File: config.mk
export PLATFORM = sky130hd
export DESIGN_NAME = guard_timer
export DESIGN_NICKNAME = d
export VERILOG_FILES = /design/src/rtl/guard_timer.sv
export SDC_FILE = /design/constraint.sdc
export NUM_CORES = 1
export LEC_CHECK = 0
export ABC_CLOCK_PERIOD_IN_PS = 1800
export CORE_UTILIZATION = 46
export DETAILED_ROUTE_END_ITERATION = 16
export GPL_TIMING_DRIVEN = 0
export PLACE_DENSITY = 0.79
export SLEW_MARGIN = 20
export SYNTH_ARGS = -nofsm -noshare
export SYNTH_HDL_FRONTEND = slang
export SYNTH_SLANG_ARGS = --single-unit
File: constraint.sdc
create_clock -name clk -period 1.8 [get_ports clk]
set_input_delay 0.18 -clock clk [delete_from_list [all_inputs] [get_ports clk]]
set_output_delay 0.18 -clock clk [all_outputs]
set_load 0.005 [all_outputs]
File: src/rtl/guard_timer.sv
module guard_timer #(
  parameter int        W      = 16,
  parameter logic [7:0] KEY   = 8'h5A,
  parameter logic [7:0] RD_ID = 8'h69
) (
  input  logic        clk,
  input  logic        rst_n,
  input  logic        tick_fast,
  input  logic        tick_slow,
  input  logic        reg_wr,
  input  logic [15:0] reg_wdata,
  output logic [15:0] reg_rdata,
  input  logic        irq_en,
  input  logic        gie,
  input  logic        irq_ack,
  input  logic        flag_clr,
  output logic        irq_flag,
  output logic        irq_req,
  output logic        sys_rst_req
);
  logic [7:0]   ctrl;
  logic [W-1:0] cnt;
  logic [W-1:0] cnt_nx;
  logic [W-1:0] mask;
  logic         hold, mode_ivl, src_slow;
  logic [1:0]   ivl;
  logic         key_ok, bad_wr, kick, tick, run, fire, ivl_fire;

  assign hold     = ctrl[7];
  assign mode_ivl = ctrl[4];
  assign src_slow = ctrl[2];
  assign ivl      = ctrl[1:0];

  assign key_ok = reg_wdata[15:8] == KEY;
  assign bad_wr = reg_wr & ~key_ok;
  assign kick   = reg_wr & key_ok & reg_wdata[3];

  assign tick   = src_slow ? tick_slow : tick_fast;
  assign run    = tick & ~hold;
  assign cnt_nx = cnt + 1'b1;

  always_comb begin
    case (ivl)
      2'b00:   mask = W'((1 << 15) - 1);
      2'b01:   mask = W'((1 << 13) - 1);
      2'b10:   mask = W'((1 << 9) - 1);
      default: mask = W'((1 << 6) - 1);
    endcase
  end

  assign fire     = run & ~kick & ((cnt_nx & mask) == '0);
  assign ivl_fire = fire & mode_ivl;

  always_ff @(posedge clk or negedge rst_n) begin
    if (!rst_n) begin
      ctrl <= 8'h00;
    end else if (reg_wr && key_ok) begin
      ctrl <= {reg_wdata[7:4], 1'b0, reg_wdata[2:0]};
    end
  end

  always_ff @(posedge clk or negedge rst_n) begin
    if (!rst_n)      cnt <= '0;
    else if (kick)   cnt <= '0;
    else if (run)    cnt <= cnt_nx;
  end

  always_ff @(posedge clk or negedge rst_n) begin
    if (!rst_n)                          irq_flag <= 1'b0;
    else if (ivl_fire)                   irq_flag <= 1'b1;
    else if (flag_clr)                   irq_flag <= 1'b0;
    else if (irq_ack && mode_ivl)        irq_flag <= 1'b0;
  end

  always_ff @(posedge clk or negedge rst_n) begin
    if (!rst_n) sys_rst_req <= 1'b0;
    else        sys_rst_req <= bad_wr | (fire & ~mode_ivl);
  end

  assign irq_req   = irq_flag & irq_en & gie;
  assign reg_rdata = {RD_ID, ctrl};
endmodule

# == Word-level counts from Yosys, hierarchy flattened ==
# Cells that the tools add are included.
# classes
n_addsub,1
muxes,7
n_reduce_logical,6
n_eq_ne,3
bitwise_logic,16
# op_table
cell,count
$pmux 15 s3,1
$mux 16,2
$add 16x1->16 const B,1
$and 16x16->16,1
$logic_not 16->1,1
$and 1x1->1,10
$eq 8x7->1 const B,1
$mux 1,4
$not 1->1,4
$reduce_bool 3->1,1
$eq 2x1->1 const B,1
$eq 2x2->1 const B,1
$logic_and 1x1->1,2
$logic_not 2->1,1
$reduce_bool 2->1,1
$or 1x1->1,1
# totals
wordCells,37
regBits,25
inputBits,25
output_inout_bits,19

# == Logic depth before layout (Yosys ltp) ==
# Gate-level depths: netlist of run 1.
# depth
depth_word,8
mapped_depth,7
ltp_nobuf,7

# == Worst setup path before layout of run 1 ==
# Ideal clock, no wire load.
# synth_timing
kind,register to register
startpoint,reg cnt[0]
endpoint,reg sys_rst_req
arrival_time_ps,1477
slack_ps,199
stages_incl_launch_ff,8
required_ps,1676
setup_ps,124
synth_period_minus_slack_ps,1601
path_buffers,0
cell_sequence,dfrtp_1 ha_1 and3_1 and3_1 a211oi_1 a32oi_1 nand4_1 o21ai_1
# synth_between
elab_chain_cells,6
# synth_rtl
element,line,rtl
"start, declared",22,logic [W-1:0] cnt;
"start signal, assigned",65,else if (run) cnt <= cnt_nx;
$add 16x1->16,40,assign cnt_nx = cnt + 1'b1;
$and 16x16->16,51,assign fire = run & ~kick & ((cnt_nx & mask) == '0);
$logic_not 16->1,51,
$and 1x1->1,51,
$and 1x1->1,77,else sys_rst_req <= bad_wr | (fire & ~mode_ivl);
$or 1x1->1,77,
"end signal, assigned",77,
"end, declared",19,output logic sys_rst_req
# No other way between the ends.
# A chain may end at the register's enable or synchronous reset.

# == Final worst setup path of run 1 ==
# layout_timing
startpoint,reg cnt[1]
endpoint,reg sys_rst_req
# The elaborated chain is that of the path after synthesis.

==> impl_metrics.tcl, run 1 <==
set metrics [dict create \
    cp_data_required_time_ns 2.08 \
    cpPeakStageDelay_ns 0.48 \
    p_comb_share_pct 32.2 \
    number_of_logic_stages_on_the_critical_path_including_buffering 7 \
    layoutNonFillerInstCount 249 \
    global_route.overflow_total 0 \
    cts.reportedPaths.clkPinSlew_ns 0.14 \
    regToRegEndpoint "sys_rst_req" \
    detailed_place_hpwl_um 2460 \
    report.final.setup_viol 0 \
    tritoncts_num_sinks 24 \
    layout.cells.most_common "clkdlybuf4s50_1" \
    max_slew_headroom_pct 64.1 \
    die_x_um 58.2 \
    htreeDepth 1 \
    timing_worst_setup_path_type "reg2reg" \
    critical_path_buf_inv_count 0 \
    layout_setup_ws_ns 0.0680 \
    timing.reg2reg.setup_slack_ns 0.07 \
    net_switching_mw 0.558 \
    finalClockSkew_ns 0.0170 \
    tritoncts_clock_tree "built" \
    via_count 1314 \
    yosys.area_share.xor_xnor_pct 9.65 \
    worst_path_dominant_cell_family "simple AND/OR/NAND/NOR gates" \
    final-max-slew-violation-count 0 \
    synth.cell_area_um2 1450 \
    die_height_um 58.2 \
    final.min_clock_period_ns 1.73 \
    synth.ff_latch_count 24 \
    drt-vias-per-instance 5.28 \
    synth_sequential_area_ratio_pct 41.3 \
    outcome "finished, final reports clean" \
    ff2ff_path_depth 7 \
    crit_path_top_delay_cell "dfrtp_2" \
    place.gp.congestion 0.937 \
    port-buffer-count 34 \
    final_antenna_net_count 0 \
    nets 232 \
    synth_area_per_cell_um2 9.56 \
    worstPathArrival_ns 2.01 \
    initial_utilization_pct 48.0 \
    timing_worst_slew_pin_value_ns 0.528 \
    area_growth_synth_to_finish_pct 43.7 \
    layout_common_cells "33 x clkdlybuf4s50_1, 21 x nor2_1, 17 x buf_4, 17 x dfrtp_1, 12 x nand2_1" \
    achievable-frequency_ghz 0.577 \
    worstReg2RegStart "cnt[1]" \
    synth_cell_types 41 \
    route.detailed.drc 0 \
    place_ws_ns -0.312 \
    fp.coreArea_um2 3030 \
    synthAdderAreaFrac_pct 0.861 \
    grt_pass1_wl_um 5350 \
    cp_cell_sequence "ha_4 -> and3_4 -> nor3b_2 -> mux2i_1 -> a32oi_1 -> nand4_1 -> o21ai_1" \
    clock_latency_ns 0.33 \
    layout-drive-gt1-share_pct 26.3 \
    synthesis.instances 152 \
    power.internal_mw 1.15 \
    vias_in_the_first_global_route 1173 \
    holdCritPathClass "in2async" \
    fin_hold_viols 0 \
    grt_max_degree 25 \
    synth_top_family_by_area "simple AND/OR/NAND/NOR gates" \
    floorplan.rows 20 \
    endpoint_kind "flop" \
    post_synthesis_simple_gate_area_fraction_pct 27.8 \
    yosys_warnings 0 \
    detail_route.wl_per_cell_um 14.7 \
    antenna_violations_before_repair 0 \
    yosys-mux-area-fraction_pct 6.80 \
    power.static_leakage_nw 0.912 \
    cts_buffer_depth 2 \
    numCtsBuffers 3 \
    floorplan.die_area_um2 3390 \
    power_per_cell_area_nw_per_um2 820 \
    drt-pass1-iter-count 5 \
    antenna-diode-count 0 \
    synth-compound-area-share_pct 6.63 \
    clkPwrFrac_pct 23.3 \
    seqPwrFrac_pct 44.5 \
    design.portCount 44 \
    max_cap_viol_count 0 \
    drtIter0Drc 34 \
    critPathMaxFanout 5 \
    timing.final.crit_share_pct 96.2 \
    drt_wl_total_um 3660 \
    dpl.cell_count 237 \
    sw_frac_of_total_pct 32.6 \
    cts-root-buf "clkbuf_4" \
    grt_util_all_layers_pct 20.9 \
    peak_supply_drop_mv 0.742 \
    cp-start-kind "flop" \
]
## per-stage QoR
step	hold WS, ns	TNS [ns]	total power, mW	util [%]	area (um^2)
floorplan	-0.116	0	0.964	-	1480
global placement	0.492	-3.27	1.09	61.9	1870
detailed placement	0.497	-3.64	1.11	61.9	1870
CTS	0.439	0	1.53	64.9	1970
global route	0.400	-0.0246	1.79	68.9	2090
finish	0.332	0	1.71	68.9	2090
## worst register-to-register path, stage by stage (launching register included)
cell,delay (ns)
dfrtp_2,0.48
ha_4,0.20
and3_4,0.20
nor3b_2,0.21
mux2i_1,0.10
a32oi_1,0.15
nand4_1,0.17
o21ai_1,0.17
## kinds of logic after synthesis
group	count (synthesis)
compound gates	14
xor+xnor	16
fa+ha+maj	1
buf+inv	15
flops	24
mux	9
other cells	2
simple gates	71
## cells in the mapped netlist
library cell	n	share of area, %
nand4b_1	1	0.60
a31oi_1	1	0.43
mux2i_1	2	1.4
conb_1	2	0.52
a211oi_1	1	0.52
a32oi_1	1	0.60
o21ai_1	2	0.69
nand4_1	1	0.43
a22oi_1	1	0.52
dfrtp_1	24	41
buf_2	2	0.69
a21oi_1	1	0.34
mux2_2	7	5.4
nor2_1	22	5.7
clkbuf_1	3	0.78
xnor2_1	5	3.0
o21ai_0	3	1.0
a211o_1	1	0.60
nor4bb_1	2	1.4
nor3_1	3	1.0
a221o_1	1	0.69
buf_4	9	4.7
and3_1	6	2.6
nand2_1	12	3.1
a22o_1	1	0.60
nor3b_1	2	1.0
xor2_1	11	6.6
nor4_2	1	0.86
o31a_1	1	0.60
nor2_2	1	0.43
nor4b_1	1	0.60
inv_1	1	0.26
nand3_1	11	3.8
ha_1	1	0.86
or3_1	1	0.43
nand3b_1	2	1.0
nor4_1	1	0.43
nor4_4	1	1.5
nand4_4	1	1.5
and4_1	1	0.60
nand4_2	1	0.86
## repair_timing
action                                  4_1_cts  5_1_grt
setup buffers                                 1        7
cloned                                        0        1
pin swaps                                     0        8
resized for setup                             7       18
hold buffers                                  0        1
hold endpoints to repair                      0       24
endpoints found under the setup margin        5       13
## power groups by stage
stage / Sequential [mW] / Clock [mW] / Combinational [mW]
2_1_floorplan: 0.726 / 0 / 0.238
3_3_place_gp: 0.738 / 0 / 0.350
3_5_place_dp: 0.747 / 0 / 0.360
4_1_cts: 0.737 / 0.397 / 0.398
5_1_grt: 0.775 / 0.417 / 0.600
6_report: 0.762 / 0.399 / 0.551
## sequential cells by signal, summed over array words and instances (netlist names)
name,count
irq_flag,1
cnt,15
sys_rst_req,1
ctrl,7
## how the worst max path moves through the flow
stage / end / startpoint / slack (ns)
6_report: sys_rst_req / cnt[1] / 0.07
5_1_grt: sys_rst_req / cnt[1] / -0.02
4_1_cts: irq_flag / cnt[0] / 0.007
3_5_place_dp: irq_flag / reg_wdata[14] / -0.31
3_3_place_gp: sys_rst_req / reg_wdata[11] / -0.30
2_1_floorplan: sys_rst_req / cnt[0] / 0.20
## cell type report
type | count | area (um^2)
Buffer | 12 | 82.6
Clock buffer | 3 | 22.5
Clock inverter | 1 | 30.0
Fill cell | 222 | 941
Inverter | 1 | 3.75
Multi-Input combinational cell | 121 | 878
Sequential cell | 24 | 609
Tap cell | 44 | 55.1
Timing Repair Buffer | 43 | 405
## metal layers
layer  global-route usage (%)  wire length, um  share of wire, %
met1                     25.8             1420                39
met2                     37.4             2050                56
met3                     2.68              145               4.0
met4                     7.48               43               1.2
met5                        0                0                 0
Power figures use the tool's default switching activity.
==> run 2, diff against run 1 <==
--- a/config.mk
+++ b/config.mk
@@ -10,6 +10,7 @@
 export DETAILED_ROUTE_END_ITERATION = 16
 export GPL_TIMING_DRIVEN = 0
 export PLACE_DENSITY = 0.79
+export SETUP_SLACK_MARGIN = 0.4
 export SLEW_MARGIN = 20
 export SYNTH_ARGS = -nofsm -noshare
 export SYNTH_HDL_FRONTEND = slang
==> run 2 against run 1 <==
Net effect: the run now ends with negative setup slack left; clock skew is 0.012 ns lower; worst setup slack worse by 0.33 ns; flip-flop and latch count stayed put; count of clock-buffer cells in the layout stayed put; global-route usage is 6.3 points higher; sequential share of layout area is 3.7 points lower; die area stayed put; total power is 11% higher; critical path type unchanged.
==> impl_metrics.tcl, run 2 (synthesis results as in run 1) <==
set metrics [dict create \
    outcome "finished with violations" \
    violations_in_the_final_reports "negative setup slack" \
    peak_supply_drop_mv 0.624 \
    placed_area_um2 1920 \
    global_route.overflow_total 0 \
    place.gp.congestion 0.904 \
    largest_register_ff_count 15 \
    power.static_leakage_nw 1.16 \
    cpPeakStageDelay_ns 0.45 \
    htreeDepth 1 \
    power_per_cell_area_nw_per_um2 794 \
    tritoncts_num_sinks 24 \
    detail_route.wl_per_cell_um 18.8 \
    grt_max_degree 25 \
    largestRegisters "cnt (15), ctrl (7)" \
    final_antenna_net_count 0 \
    layout_setup_ws_ns -0.262 \
    drt-vias-per-instance 5.86 \
    achievable-frequency_ghz 0.485 \
    layout-drive-gt1-share_pct 39.5 \
    antenna_violations_before_repair 0 \
    report.final.setup_viol 2 \
    area_growth_synth_to_finish_pct 65.0 \
    cp_data_required_time_ns 2.05 \
    fp.coreArea_um2 3030 \
    cts.reportedPaths.clkPinSlew_ns 0.14 \
    cts_buffer_depth 2 \
    port-buffer-count 34 \
    timing_worst_slew_pin_value_ns 0.550 \
    drt_wl_total_um 5120 \
    max_cap_viol_count 0 \
    cpMostUsedCell "nor3_1" \
    rsz_0062_raised_after_global_routing "yes" \
    tritoncts_clock_tree "built" \
    route.detailed.drc 0 \
    cts-root-buf "clkbuf_4" \
    cp-start-kind "flop" \
    detailed_place_hpwl_um 2440 \
    holdCritPathClass "in2async" \
    timing_worst_setup_path_type "reg2reg" \
    timing.final.crit_share_pct 115 \
    die_height_um 58.2 \
    antenna-diode-count 0 \
    floorplan.die_area_um2 3390 \
    drt-pass1-iter-count 5 \
    endpoint_kind "flop" \
    final.min_clock_period_ns 2.06 \
    grt_pass1_wl_um 6830 \
    initial_utilization_pct 48.0 \
    cp_cell_sequence "ha_4 -> nand3_4 -> nor4_1 -> nor3_1 -> nor3_1 -> nand4_1 -> o21ai_1" \
    clock_latency_ns 0.33 \
    max_slew_headroom_pct 63.4 \
    critPathMaxFanout 5 \
    worstPathArrival_ns 2.32 \
    die_x_um 58.2 \
    postLayoutCoreUtil_pct 79.2 \
    fin_worst_hold_slack_ns 0.348 \
    numCtsBuffers 3 \
    nets 255 \
    design.portCount 44 \
    crit_path_top_delay_cell "dfrtp_2" \
    post_route_cell_area_um2 2400 \
    final-max-slew-violation-count 0 \
    drtIter0Drc 73 \
    layout_common_cells "36 x buf_4, 24 x clkdlybuf4s50_1, 20 x nor2_1, 15 x dfrtp_1, 10 x xor2_1" \
    largest_register_by_flop_count "cnt" \
    layout.cells.most_common "buf_4" \
    grt_util_all_layers_pct 27.3 \
    finalClockSkew_ns 0.00541 \
    via_count 1594 \
    floorplan.rows 20 \
    vias_in_the_first_global_route 1395 \
    fill_cells 178 \
    design_power_total_mw 1.90 \
    fin_hold_viols 0 \
]
## run 2: changes by cell type in the layout (fill, tap and decap cells not counted), sizes merged
cell | previous run | this run
clkbuf | 4 | 5
nor2 | 24 | 23
clkdlybuf4s50 | 33 | 24
buf | 20 | 43
dlygate4sd2 | 0 | 5
dlymetal6s2s | 0 | 4
## run 2: what timing repair did
| action | 4_1_cts | 5_1_grt |
|---|---|---|
| resized for setup | 34 | 20 |
| endpoints found under the hold margin | 0 | 24 |
| hold buffers | 0 | 1 |
| endpoints found under the setup margin | 31 | 28 |
| buffers inserted | 18 | 12 |
| pin swaps | 11 | 12 |
## run 2: worst paths after layout
kind / start / endpoint / slack (ns) / cells after the start
worst max-delay path: cnt[1] / irq_flag / -0.26 / 7
worst min register to register: ctrl[5] / ctrl[5] / 0.53 / 1
min in group clk: reg_wdata[1] / ctrl[1] / 0.46 / 2
max in group asynchronous: rst_n / cnt[5] / 1.05 / 2
worst min-delay path: rst_n / cnt[14] / 0.35 / 2
worst max register to register: cnt[1] / irq_flag / -0.26 / 7
## run 2: area by class of cell
type                    instances  area [um^2]  share of cell area, %
plain buffers                  14          101                   4.23
clock buffers                   3         22.5                  0.939
clock inverters                 1         30.0                   1.25
inverters                       1         3.75                  0.157
multi-input cells             120          975                   40.7
flip-flops and latches         24          612                   25.5
well taps                      44         55.1                   2.30
repair buffers                 65          598                   24.9
## run 2: metrics by stage
stage	instances	TNS, ns	worst slack [ns]
finish	272	-0.439	-0.262
global route	272	-0.614	-0.346
CTS	259	0	0.161
detailed placement	237	-5.97	-0.416
global placement	237	-3.55	-0.310
floorplan	159	0	0.308
## run 2: per-layer routing
layer | global-route usage (%) | part of all wire, %
met5 | 0 | 0
met2 | 50.7 | 52
met1 | 30.5 | 34
met4 | 11.6 | 6.6
met3 | 4.46 | 7.7
## run 2: worst max-delay path, delay by kind of cell (launching register included)
family / cells / cell delay (ns)
compound gates: 1 / 0.25
simple gates: 5 / 1.10
flops: 1 / 0.45
fa+ha+maj: 1 / 0.18
## run 2: power breakdown
part | total (mW) | internal [mW] | switching, mW
clock | 0.406 | 0.225 | 0.181
combinational | 0.749 | 0.394 | 0.355
sequential | 0.748 | 0.630 | 0.118
==> run 3, diff against run 2 <==
--- a/config.mk
+++ b/config.mk
@@ -6,9 +6,9 @@
 export NUM_CORES = 1
 export LEC_CHECK = 0
 export ABC_CLOCK_PERIOD_IN_PS = 1800
+export CORE_MARGIN = 2
 export CORE_UTILIZATION = 46
 export DETAILED_ROUTE_END_ITERATION = 16
-export GPL_TIMING_DRIVEN = 0
 export PLACE_DENSITY = 0.79
 export SETUP_SLACK_MARGIN = 0.4
 export SLEW_MARGIN = 20
==> run 3 against run 2 <==
Net effect: critical path type unchanged; the flow now finishes without violations; combinational power down 17%; sequential share of layout area up 2.1 points; clock power down 28%; worst hold slack worse by 0.15 ns; highest routed layer unchanged; largest cell class unchanged.
==> impl_metrics.tcl, run 3 (synthesis results as in run 1) <==
set metrics [dict create \
    vias_in_the_first_global_route 1278 \
    clock_latency_ns 0.33 \
    place_ws_ns -0.188 \
    area_growth_synth_to_finish_pct 52.5 \
    totalNegativeSetupSlack_ns 0 \
    outcome "finished, final reports clean" \
    via_count 1324 \
    final-max-slew-violation-count 0 \
    achievable-frequency_ghz 0.611 \
    tritoncts_num_sinks 24 \
    fill_cells 194 \
    cp_cell_sequence "nand3_1 -> nor4_1 -> nor3_1 -> nor3_1 -> nand4_1 -> o21ai_1" \
    power.static_leakage_nw 1.10 \
    detail_route.wl_per_cell_um 15.8 \
    cp-startpoint "cnt[10]" \
    report.final.setup_viol 0 \
    port-buffer-count 34 \
    die_x_um 60.2 \
    max_cap_viol_count 0 \
    antenna-diode-count 0 \
    grt_util_all_layers_pct 22.5 \
    numCtsBuffers 3 \
    final.min_clock_period_ns 1.64 \
    initial_utilization_pct 48.0 \
    power_per_cell_area_nw_per_um2 743 \
    place.gp.congestion 0.830 \
    layout.area.seq_um2 612 \
    cpPeakStageDelay_ns 0.49 \
    design.portCount 44 \
    largest_register_by_flop_count "cnt" \
    cts.reportedPaths.clkPinSlew_ns 0.13 \
    timing.reg2reg.setup_slack_ns 0.16 \
    crit_path_top_delay_cell "dfrtp_1" \
    cts-root-buf "clkbuf_4" \
    fp.coreArea_um2 3030 \
    die_height_um 60.2 \
    layout.cells.most_common "buf_4" \
    drt-vias-per-instance 5.25 \
    grt_pass1_wl_um 5960 \
    peak_supply_drop_mv 0.898 \
    htreeDepth 1 \
    layout-drive-gt1-share_pct 32.2 \
    final_antenna_net_count 0 \
    drt-pass1-iter-count 4 \
    cpMostUsedCell "nor3_1" \
    tritoncts_clock_tree "built" \
    nets 235 \
    largestRegisters "cnt (15), ctrl (7)" \
    fin_hold_viols 0 \
    layout_setup_ws_ns 0.163 \
    cts_hold_fix_bufs 0 \
    cp_data_required_time_ns 2.06 \
    critPathMaxFanout 6 \
    worstReg2RegStart "cnt[10]" \
    floorplan.rows 20 \
    cts_buffer_depth 2 \
    drtIter0Drc 37 \
    rsz_0062_raised_after_global_routing "yes" \
    largest_register_ff_count 15 \
    multiInputGateArea_um2 946 \
    layout_common_cells "21 x buf_4, 20 x nor2_1, 19 x clkdlybuf4s50_1, 15 x dfrtp_1, 11 x xor2_1" \
    cp-start-kind "flop" \
    detailed_place_hpwl_um 2580 \
    grt_max_degree 25 \
    timing.final.crit_share_pct 91.0 \
    antenna_violations_before_repair 0 \
    floorplan.die_area_um2 3620 \
    worstPathArrival_ns 1.90 \
    design_power_total_mw 1.65 \
    endpoint_kind "flop" \
    route.detailed.drc 0 \
    drt_wl_total_um 3990 \
    finalClockSkew_ns 0.00515 \
    global_route.overflow_total 0 \
    holdCritPathClass "in2async" \
    timing_worst_setup_path_type "reg2reg" \
]
[run 3: per-layer routing]
layer	track usage (%)	routed length (um)	vias to the layer above
met5	0	0	-
met4	9.84	69	0
met3	2.16	131	7
met2	39.9	2250	38
met1	27.5	1540	653
li1	-	-	626
[run 3: worst paths after layout]
check / to / cells after the start
worst max-delay path: irq_flag / 6
worst min-delay path: cnt[2] / 2
worst max register to register: irq_flag / 6
worst min register to register: ctrl[6] / 1
max in group asynchronous: ctrl[1] / 2
min in group clk: sys_rst_req / 5
[run 3: per-stage QoR]
step	util, %	instance area (um^2)	cells	hold WS [ns]
3_3_place_gp	61.9	1870	229	0.493
4_1_cts	69.7	2110	248	0.203
3_5_place_dp	61.9	1870	229	0.514
6_report	73.1	2210	252	0.197
5_1_grt	73.1	2210	252	0.214
2_1_floorplan	-	1520	159	-0.116
[run 3: power breakdown]
group	switching, mW	total (mW)	internal (mW)
Clock	0.167	0.291	0.124
Combinational	0.289	0.621	0.332
Sequential	0.105	0.733	0.628
Total	0.561	1.65	1.08
[run 3: cell type report]
| cell class | count | share of cell area, % |
|---|---|---|
| multi-input cells | 120 | 42.7 |
| flip-flops and latches | 24 | 27.6 |
| repair buffers | 59 | 25.4 |
| well taps | 44 | 2.49 |
| clock buffers | 4 | 1.64 |
| inverters | 1 | 0.169 |
[run 3: timing repair]
item                                    in CTS  in global routing
setup buffers                               15                  4
gates resized for setup                     26                 21
endpoints found under the setup margin      31                 23
pin swaps                                   11                 12
[run 3: worst max-delay path, delay by kind of cell, from the launching register on]
family          cells  cell delay, ns
simple gates        5            0.94
compound gates      1            0.15
flops               1            0.49
